File: config.mk
export PLATFORM = sky130hd
export DESIGN_NAME = dispatch_sched
export DESIGN_NICKNAME = d
export VERILOG_FILES = /design/src/rtl/dispatch_pkg.sv /design/src/rtl/ds_datapath.sv /design/src/rtl/ds_ctrl.sv /design/src/rtl/dispatch_sched.sv
export SDC_FILE = /design/constraint.sdc
export NUM_CORES = 1
export LEC_CHECK = 0
export ABC_CLOCK_PERIOD_IN_PS = 13200
export BUFFER_PORTS_ARGS = -buffer_cell sky130_fd_sc_hd__buf_4
export CAP_MARGIN = 20
export CORE_MARGIN = 1.5
export CORE_UTILIZATION = 55
export DETAILED_ROUTE_END_ITERATION = 7
export GPL_TIMING_DRIVEN = 0
export PLACE_DENSITY_LB_ADDON = 0.05
export SLEW_MARGIN = 10
export SYNTH_ARGS = -nofsm -noshare
export SYNTH_HDL_FRONTEND = slang
export SYNTH_HIERARCHICAL = 1
export SYNTH_SLANG_ARGS = --single-unit
File: constraint.sdc
create_clock -name clk -period 13.2 [get_ports clk]
set_input_delay 3.3 -clock clk [delete_from_list [all_inputs] [get_ports clk]]
set_output_delay 3.3 -clock clk [all_outputs]
set_load 0.005 [all_outputs]
File: src/rtl/dispatch_pkg.sv
package dispatch_pkg;
  typedef struct packed {
    logic push;
    logic pop;
  } dsStrobe_t;
endpackage

File: src/rtl/ds_datapath.sv
module ds_datapath
  import dispatch_pkg::*;
#(
  parameter int FIFO_DEPTH = 16,
  parameter int JOB_W      = 8,
  parameter int BUDGET_W   = 10,
  parameter int RAMP_SHIFT = 3,
  parameter int OCC_W      = $clog2(FIFO_DEPTH + 1)
) (
  input  logic                clk,
  input  logic                rstN,
  input  dsStrobe_t           strb,
  input  logic [JOB_W-1:0]    jobData,
  input  logic [BUDGET_W-1:0] budgetMax,
  input  logic [BUDGET_W-1:0] budgetMin,
  input  logic [OCC_W-1:0]    rampStart,
  output logic                fifoFull,
  output logic                fifoEmpty,
  output logic [JOB_W-1:0]    headData,
  output logic [BUDGET_W-1:0] budget
);
  localparam int PTR_W  = (FIFO_DEPTH > 1) ? $clog2(FIFO_DEPTH) : 1;
  localparam int PROD_W = BUDGET_W + OCC_W;
  localparam int SPAN   = 1 << RAMP_SHIFT;

  logic [JOB_W-1:0] mem [FIFO_DEPTH];
  logic [PTR_W-1:0] wrPtr, rdPtr;
  logic [OCC_W-1:0] count;

  function automatic logic [PTR_W-1:0] nextPtr(input logic [PTR_W-1:0] p);
    return (p == PTR_W'(FIFO_DEPTH - 1)) ? '0 : p + 1'b1;
  endfunction

  always_ff @(posedge clk) begin
    if (strb.push) mem[wrPtr] <= jobData;
  end

  always_ff @(posedge clk) begin
    if (!rstN) begin
      wrPtr <= '0;
      rdPtr <= '0;
      count <= '0;
    end else begin
      if (strb.push) wrPtr <= nextPtr(wrPtr);
      if (strb.pop)  rdPtr <= nextPtr(rdPtr);
      case ({strb.push, strb.pop})
        2'b10:   count <= count + 1'b1;
        2'b01:   count <= count - 1'b1;
        default: count <= count;
      endcase
    end
  end

  assign fifoFull  = (count == OCC_W'(FIFO_DEPTH));
  assign fifoEmpty = (count == '0);
  assign headData  = mem[rdPtr];

  // occupancy to budget mapping
  logic [BUDGET_W-1:0] diff;
  logic [OCC_W-1:0]    rel;
  logic [PROD_W-1:0]   prod;
  logic [PROD_W-1:0]   scaled;

  always_comb begin
    diff   = budgetMax - budgetMin;
    rel    = count - rampStart;
    prod   = {{OCC_W{1'b0}}, diff} * {{BUDGET_W{1'b0}}, rel};
    scaled = prod >> RAMP_SHIFT;
    if (count <= rampStart)           budget = budgetMax;
    else if (int'(rel) >= SPAN)       budget = budgetMin;
    else                              budget = budgetMax - scaled[BUDGET_W-1:0];
  end


  no_overflow_chk: assert property (@(posedge clk) disable iff (!rstN)
    count <= OCC_W'(FIFO_DEPTH));


  no_push_full_chk: assert property (@(posedge clk) disable iff (!rstN)
    !(strb.push && fifoFull && !strb.pop));


  budget_range_chk: assert property (@(posedge clk) disable iff (!rstN)
    (strb.pop && budgetMin <= budgetMax) |-> (budget >= budgetMin && budget <= budgetMax));
endmodule

File: src/rtl/ds_ctrl.sv
module ds_ctrl
  import dispatch_pkg::*;
#(
  parameter int NUM_CORES = 4,
  parameter int TAG_W     = 5
) (
  input  logic                 clk,
  input  logic                 rstN,
  input  logic                 jobValid,
  input  logic                 fifoFull,
  input  logic                 fifoEmpty,
  input  logic [NUM_CORES-1:0] coreBusy,
  output dsStrobe_t            strb,
  output logic                 jobReady,
  output logic [NUM_CORES-1:0] dispValid,
  output logic [TAG_W-1:0]     tagCnt
);
  logic found;

  always_comb begin
    dispValid = '0;
    found     = 1'b0;
    for (int c = 0; c < NUM_CORES; c++) begin
      if (!coreBusy[c] && !found && !fifoEmpty) begin
        dispValid[c] = 1'b1;
        found        = 1'b1;
      end
    end
  end

  assign jobReady  = !fifoFull;
  assign strb.push = jobValid && !fifoFull;
  assign strb.pop  = |dispValid;

  always_ff @(posedge clk) begin
    if (!rstN)         tagCnt <= '0;
    else if (strb.pop) tagCnt <= tagCnt + 1'b1;
  end


  one_dispatch_chk: assert property (@(posedge clk) disable iff (!rstN)
    $onehot0(dispValid));
endmodule

File: src/rtl/dispatch_sched.sv
module dispatch_sched
  import dispatch_pkg::*;
#(
  parameter int NUM_CORES  = 4,
  parameter int FIFO_DEPTH = 16,
  parameter int JOB_W      = 8,
  parameter int BUDGET_W   = 10,
  parameter int RAMP_SHIFT = 3,
  localparam int OCC_W     = $clog2(FIFO_DEPTH + 1),
  localparam int TAG_W     = $clog2(FIFO_DEPTH + NUM_CORES)
) (
  input  logic                 clk,
  input  logic                 rstN,
  input  logic                 jobValid,
  output logic                 jobReady,
  input  logic [JOB_W-1:0]     jobData,
  input  logic [BUDGET_W-1:0]  budgetMax,
  input  logic [BUDGET_W-1:0]  budgetMin,
  input  logic [OCC_W-1:0]     rampStart,
  input  logic [NUM_CORES-1:0] coreBusy,
  output logic [NUM_CORES-1:0] dispValid,
  output logic [JOB_W-1:0]     dispData,
  output logic [TAG_W-1:0]     dispTag,
  output logic [BUDGET_W-1:0]  dispBudget
);
  dsStrobe_t strb;
  logic fifoFull, fifoEmpty;

  ds_ctrl #(.NUM_CORES(NUM_CORES), .TAG_W(TAG_W)) u_ctrl (
    .clk(clk), .rstN(rstN), .jobValid(jobValid), .fifoFull(fifoFull),
    .fifoEmpty(fifoEmpty), .coreBusy(coreBusy), .strb(strb),
    .jobReady(jobReady), .dispValid(dispValid), .tagCnt(dispTag)
  );

  ds_datapath #(.FIFO_DEPTH(FIFO_DEPTH), .JOB_W(JOB_W), .BUDGET_W(BUDGET_W),
                .RAMP_SHIFT(RAMP_SHIFT), .OCC_W(OCC_W)) u_dp (
    .clk(clk), .rstN(rstN), .strb(strb), .jobData(jobData),
    .budgetMax(budgetMax), .budgetMin(budgetMin), .rampStart(rampStart),
    .fifoFull(fifoFull), .fifoEmpty(fifoEmpty), .headData(dispData),
    .budget(dispBudget)
  );


  empty_dispatch_chk: assert property (@(posedge clk) disable iff (!rstN)
    fifoEmpty |-> (dispValid == '0));
endmodule

Word-level counts from Yosys, hierarchy flattened
Memories as Yosys holds them, arrays and structs flattened. A register that Yosys moved wholly into a read port is not among the register bits.
Cells that the tools add are included.

storage, ports and cells
  bits in registers = 18
  RAM bits = 128
  bits of input ports = 40
  logic and storage cells = 56
  memories kept = 1

memories
  memory    words  bits a word  rd ports  clocked after memory_dff  wr ports  RTL line           text
  u_dp.mem  16     8            1         1                         1         ds_datapath.sv:26  logic [JOB_W-1:0] mem [FIFO_DEPTH];

cells by class
  add/subtract/negate cells = 8
  multiply operators = 1
  magnitude comparators = 2
  equal/unequal tests = 5
  multiplexer cells = 15
  reduce and logical (&&, ||, !) cells = 20

operators with widths
  cell                                                                                  count
  10-bit two-way mux                                                                    2
  10-bit subtractor                                                                     2
  4-bit two-way mux                                                                     4
  10-bit by 5-bit multiplier with 13-bit output                                         1
  5-bit by 1-bit adder with 5-bit output (second input constant)                        2
  5-bit one-hot mux with 2 select lines                                                 1
  1-bit logical NOT                                                                     9
  4-bit by 1-bit adder with 4-bit output (second input constant)                        2
  4-bit == test (second input constant)                                                 2
  1-bit logical AND                                                                     8
  1-bit two-way mux                                                                     8
  5-bit == test (second input constant)                                                 1
  5-bit by 4-bit greater-or-equal comparator with 1-bit output (second input constant)  1
  5-bit <= comparator                                                                   1
  5-bit logical NOT                                                                     1
  5-bit by 1-bit subtractor with 5-bit output (second input constant)                   1
  5-bit subtractor                                                                      1
  4-bit OR reduction                                                                    1
  2-bit by 1-bit == test with 1-bit output (second input constant)                      1
  2-bit == test (second input constant)                                                 1
  2-bit nonzero test                                                                    1

Depth between registers and ports, before layout
  depth in word-level cells = 19
  gate-level depth with buffers = 28

Cells and area by module
Netlist, hierarchy kept.

modules (own cells, without submodules)
  module       times used  cells an instance  area an instance (um^2)  sequential area each (um^2)
  ds_datapath  1           616                8319.2                   4184.0
  ds_ctrl      1           31                 285.3                    100.1

Worst setup path after synthesis
OpenSTA, ideal clock, no wires.

  path type = input port to output port
  from = input port rampStart[0]
  to = output port dispBudget[9]
  arrival = 8.881 ns
  path slack = 1.019 ns
  cell stages on the path = 26
  path buffers = 1
  cell sequence = ha_1 inv_1 fa_1 a21o_1 a21oi_1 xor2_1 buf_2 or2_1 fa_1 fa_1 fa_1 inv_1 ha_1 a21oi_1 o31ai_1 a211oi_1 o21bai_1 a21oi_1 xor2_1 ha_1 o21a_2 nor2_1 a41oi_2 a31oi_2 xnor3_1 o311ai_2

on the way
  longest elaborated chain between the ends = 5
  elaborated cells on any way between the ends = 7
  those cells by class = add/sub (2); mul (1); order compare (2); mux (2)

ends and longest elaborated chain
  what                                           RTL line              text
  from (decl)                                    dispatch_sched.sv:19  input logic [OCC_W-1:0] rampStart,
  5-bit subtractor                               ds_datapath.sv:66     rel = count - rampStart;
  10-bit by 5-bit multiplier with 13-bit output  ds_datapath.sv:67     prod = {{OCC_W{1'b0}}, diff} * {{BUDGET_W{1'b0}}, rel};
  10-bit subtractor                              ds_datapath.sv:71     else budget = budgetMax - scaled[BUDGET_W-1:0];
  10-bit two-way mux                             ds_datapath.sv:70     else if (int'(rel) >= SPAN) budget = budgetMin;
  10-bit two-way mux (*)                         ds_datapath.sv:69     if (count <= rampStart) budget = budgetMax;
  to (decl)                                      dispatch_sched.sv:24  output logic [BUDGET_W-1:0] dispBudget

Mark *: on every way between the ends. The rest lies on a longest branch, timed or not.

Final worst setup path
Same ends and word-level chain as after synthesis.

==> run summary <==
STATUS
----------------------------------------------------------------------------------------------------
Run status ............................................................................ complete, no violations

ROUTING
----------------------------------------------------------------------------------------------------
Total number of vias ..................................................................         5301
Iteration-0 DRC Markers ...............................................................          259
Number of design rule violations left after detail routing ............................            0
DR pass1 iterations ...................................................................            4
Total wire length after detailed routing ..............................................     17200 um
DR vias/cell ..........................................................................         5.53
Antenna Nets Post-Route ...............................................................            0
DR WL/cell ............................................................................      17.9 um

SYNTH
----------------------------------------------------------------------------------------------------
Count of synthesis-stage warnings from yosys ..........................................            6
Proportion of synthesized flip-flops having asynchronous set or reset .................           0%
Post-Synthesis Net Count ..............................................................          763
Mean instance size in the synthesized netlist .........................................     13.3 um2
Flip-flop cell with the highest count after synthesis .................................     edfxtp_1
Syn Inst Count ........................................................................          647
Top-area cell type share of the netlist area ..........................................        44.7%
Number of synthesized flops with an enable pin ........................................          128
Post-synthesis sequential area ratio ..................................................        49.8%
Leading post-synthesis cells by cell area ............................................. edfxtp_1 (45%), mux4_2 (10%), ha_1 (7.1%)
Distinct cell type count of the synthesized netlist ...................................           56
Combined area of all synthesized cells ................................................     8600 um2
Largest area contributor in the synthesized netlist ...................................     edfxtp_1
Post-synthesis sequential element count ...............................................          150

TIMING
----------------------------------------------------------------------------------------------------
Setup repair after global routing missed its margin ...................................           no
Worst-Margin Slew .....................................................................     0.764 ns
Number of hold violations in the final report .........................................            0
Setup TNS .............................................................................         0 ns
Worst-case headroom to the max-slew limit .............................................        49.1%
Setup violators final .................................................................            0
Pins over their slew limit ............................................................            0
Fmax ..................................................................................     78.1 MHz
Final worst setup slack ...............................................................     0.397 ns
Period utilization ....................................................................        97.0%
Worst setup skew after layout .........................................................    0.0118 ns
Shortest clock period the worst path allows after layout ..............................     12.80 ns

CLOCK NETWORK
----------------------------------------------------------------------------------------------------
H-tree depth reported by CTS ..........................................................            4
Clock net sink count ..................................................................          150
Clock latency at the later pin of the worst-skew pair .................................      0.42 ns
TritonCTS clock tree ..................................................................          yes
Maximum count of clock buffers along a single path ....................................            2
CTS Hold Bufs .........................................................................            0
Clock-pin slew reported for the worst setup and hold paths after clock tree synthesis .      0.06 ns
Clock root buffer master ..............................................................    clkbuf_16
Total clock buffers created by CTS ....................................................           17

SETUP PATH
----------------------------------------------------------------------------------------------------
Setup Crit Path Kind .................................................................. input pin to output pin
Endpoint kind of the worst setup timing path ..........................................   output pin
Register-to-Register Setup Slack ......................................................     10.20 ns
Arrival time of data at the critical path endpoint ....................................      9.50 ns
Path length in cells of the critical path .............................................           28
Required time at the worst-slack endpoint .............................................      9.90 ns
Critical path fanouts, max ............................................................           10
Setup crit start kind .................................................................    input pin
Cell repeated most along the worst path ...............................................         fa_1
Worst Path Buf+Inv ....................................................................            5
Cell with the biggest individual delay on the critical path ...........................         fa_1
Number of cell instances on the worst register-to-register path .......................           12
Delay contributed by the slowest stage of the critical path ...........................      0.54 ns
Cell family with the largest share of critical-path delay .............................  adder cells

LAYOUT
----------------------------------------------------------------------------------------------------
# nets final ..........................................................................          850
Area of the multi-input gates .........................................................     4000 um2
Filler instances ......................................................................         1137
Fraction of final layout cells sized beyond drive strength 1 ..........................        22.1%
Diodes inserted .......................................................................            0
Area added between synthesis and finish ...............................................        16.1%
Reg area ..............................................................................     4280 um2

GRT
----------------------------------------------------------------------------------------------------
Global-route total usage across every layer ...........................................        22.4%
Global-route wire length before repair ................................................     27400 um
Pin count of the biggest net entering global routing ..................................           17
Initial antenna violation count .......................................................            0
Vias in the first global route ........................................................         5320
Global route overflow .................................................................            0

FLOORPLAN
----------------------------------------------------------------------------------------------------
Rows ..................................................................................           45
Initial cell density of the core ......................................................        56.4%
Die span in y .........................................................................       128 um
Core ar. ..............................................................................    15300 um2
Full die area .........................................................................    16400 um2
Horizontal die dimension ..............................................................       128 um
Io pins ...............................................................................           68

PLACEMENT
----------------------------------------------------------------------------------------------------
Global placement routability congestion ...............................................        0.799
Number of port buffers ................................................................           67
Total half-perimeter wirelength after legalization and detailed placement .............     12700 um
Place WS ..............................................................................     0.238 ns

WORST HOLD PATH
----------------------------------------------------------------------------------------------------
Path type of the worst min-delay path ................................................. flip-flop to flip-flop
Hold path depth .......................................................................            2

JOB
----------------------------------------------------------------------------------------------------
Count of max-cap constraint violations ................................................            0

==> synthesized netlist by cell type, types with 2 or more instances <==
library cell / n
and3_1: 2
nor3b_1: 5
o21ai_0: 15
o21ai_1: 15
or3_1: 7
or2_2: 4
inv_1: 65
nand2b_1: 13
clkbuf_1: 3
nand3_1: 9
or2_1: 2
a21boi_1: 4
nor2b_1: 8
mux4_2: 40
nand2_1: 29
xor2_1: 17
edfxtp_1: 128
nand4_1: 4
ha_1: 49
dfxtp_1: 22
nand3b_1: 2
nor2_1: 33
a31oi_1: 2
buf_2: 4
buf_6: 3
o21a_1: 8
and2_1: 30
a21oi_1: 16
o31ai_1: 2
a21oi_2: 2
fa_1: 27
a21o_1: 8
xnor2_1: 16
mux2i_1: 16
buf_1: 5
nor3_1: 12
==> kinds of logic after synthesis <==
family          synth area share [%]
compound gates                  6.98
xor+xnor                        3.81
mux                             12.3
flops                           49.8
simple gates                    9.83
fa+ha+maj                       13.4
buf+inv                         3.85
==> through the flow <==
step | utilization (%) | hold slack (ns) | cells | area, um2
floorplan | - | 0.462 | 647 | 8600
global placement | 61.4 | 0.467 | 925 | 9370
detailed placement | 61.4 | 0.471 | 925 | 9370
CTS | 65.3 | 0.483 | 957 | 9960
global route | 65.5 | 0.504 | 958 | 9990
finish | 65.5 | 0.478 | 958 | 9990
==> final timing paths <==
kind / from / end
worst max register to register: u_dp/count[1] / u_dp/count[4]
worst min-delay path: u_ctrl/tagCnt[4] / u_ctrl/tagCnt[4]
worst min register to register: u_ctrl/tagCnt[4] / u_ctrl/tagCnt[4]
worst max-delay path: rampStart[0] / dispBudget[9]
==> registers in the layout, indices dropped and copies added, names as in the netlist, named ones only <==
| register | count |
|---|---|
| u_dp/mem | 128 |
| u_ctrl/tagCnt | 5 |
| u_dp/count | 5 |
| u_dp/rdPtr | 4 |
| u_dp/wrPtr | 4 |
==> worst reg2reg max path: cells and delay by family (launching register included) <==
| kind | cells | cell delay (ns) |
|---|---|---|
| AO/OA/AOI/OAI | 4 | 0.62 |
| XOR/XNOR | 1 | 0.09 |
| adder cells (fa/ha/maj) | 2 | 0.56 |
| buffers and inverters | 2 | 0.18 |
| flip-flops | 1 | 0.38 |
| AND/OR/NAND/NOR | 3 | 1.11 |
==> cells in the final DEF, fill, tap and decap left out, drive strengths merged, types with 9 or more instances in the layout <==
cell type	netlist	final
o21a	9	9
dfxtp	22	22
nand2b	13	13
nor3	12	12
nand2	29	29
clkbuf	3	21
nand3	9	9
mux4	40	40
edfxtp	128	128
buf	12	79
o21ai	30	30
ha	49	49
and2	30	30
xnor2	17	17
fa	27	27
inv	66	73
xor2	17	17
mux2i	16	16
a21oi	18	18
nor2	33	33
==> metal layers <==
layer | vias up | wire length, um | global-route usage [%]
met1 | 2626 | 6680 | 26.2
met5 | - | 0 | 0
met3 | 14 | 711 | 4.51
met4 | 0 | 184 | 6.68
met2 | 118 | 9580 | 41.5
li1 | 2543 | - | -
==> area by class of cell <==
| cell class | count | share of cell area, % |
|---|---|---|
| flip-flops and latches | 150 | 42.9 |
| multi-input cells | 416 | 40.1 |
| repair buffers | 68 | 5.11 |
| clock buffers | 17 | 4.26 |
| well taps | 211 | 2.64 |
| inverters | 66 | 2.48 |
| clock inverters | 15 | 1.67 |
| plain buffers | 15 | 0.864 |
==> what timing repair did <==
action,CTS,global route
setup buffers,0,1
setup endpoints to repair,0,2
resized for setup,0,4
Power is not shown: default switching activity piles up to over one toggle a cycle in this logic, so the estimate is an artifact.
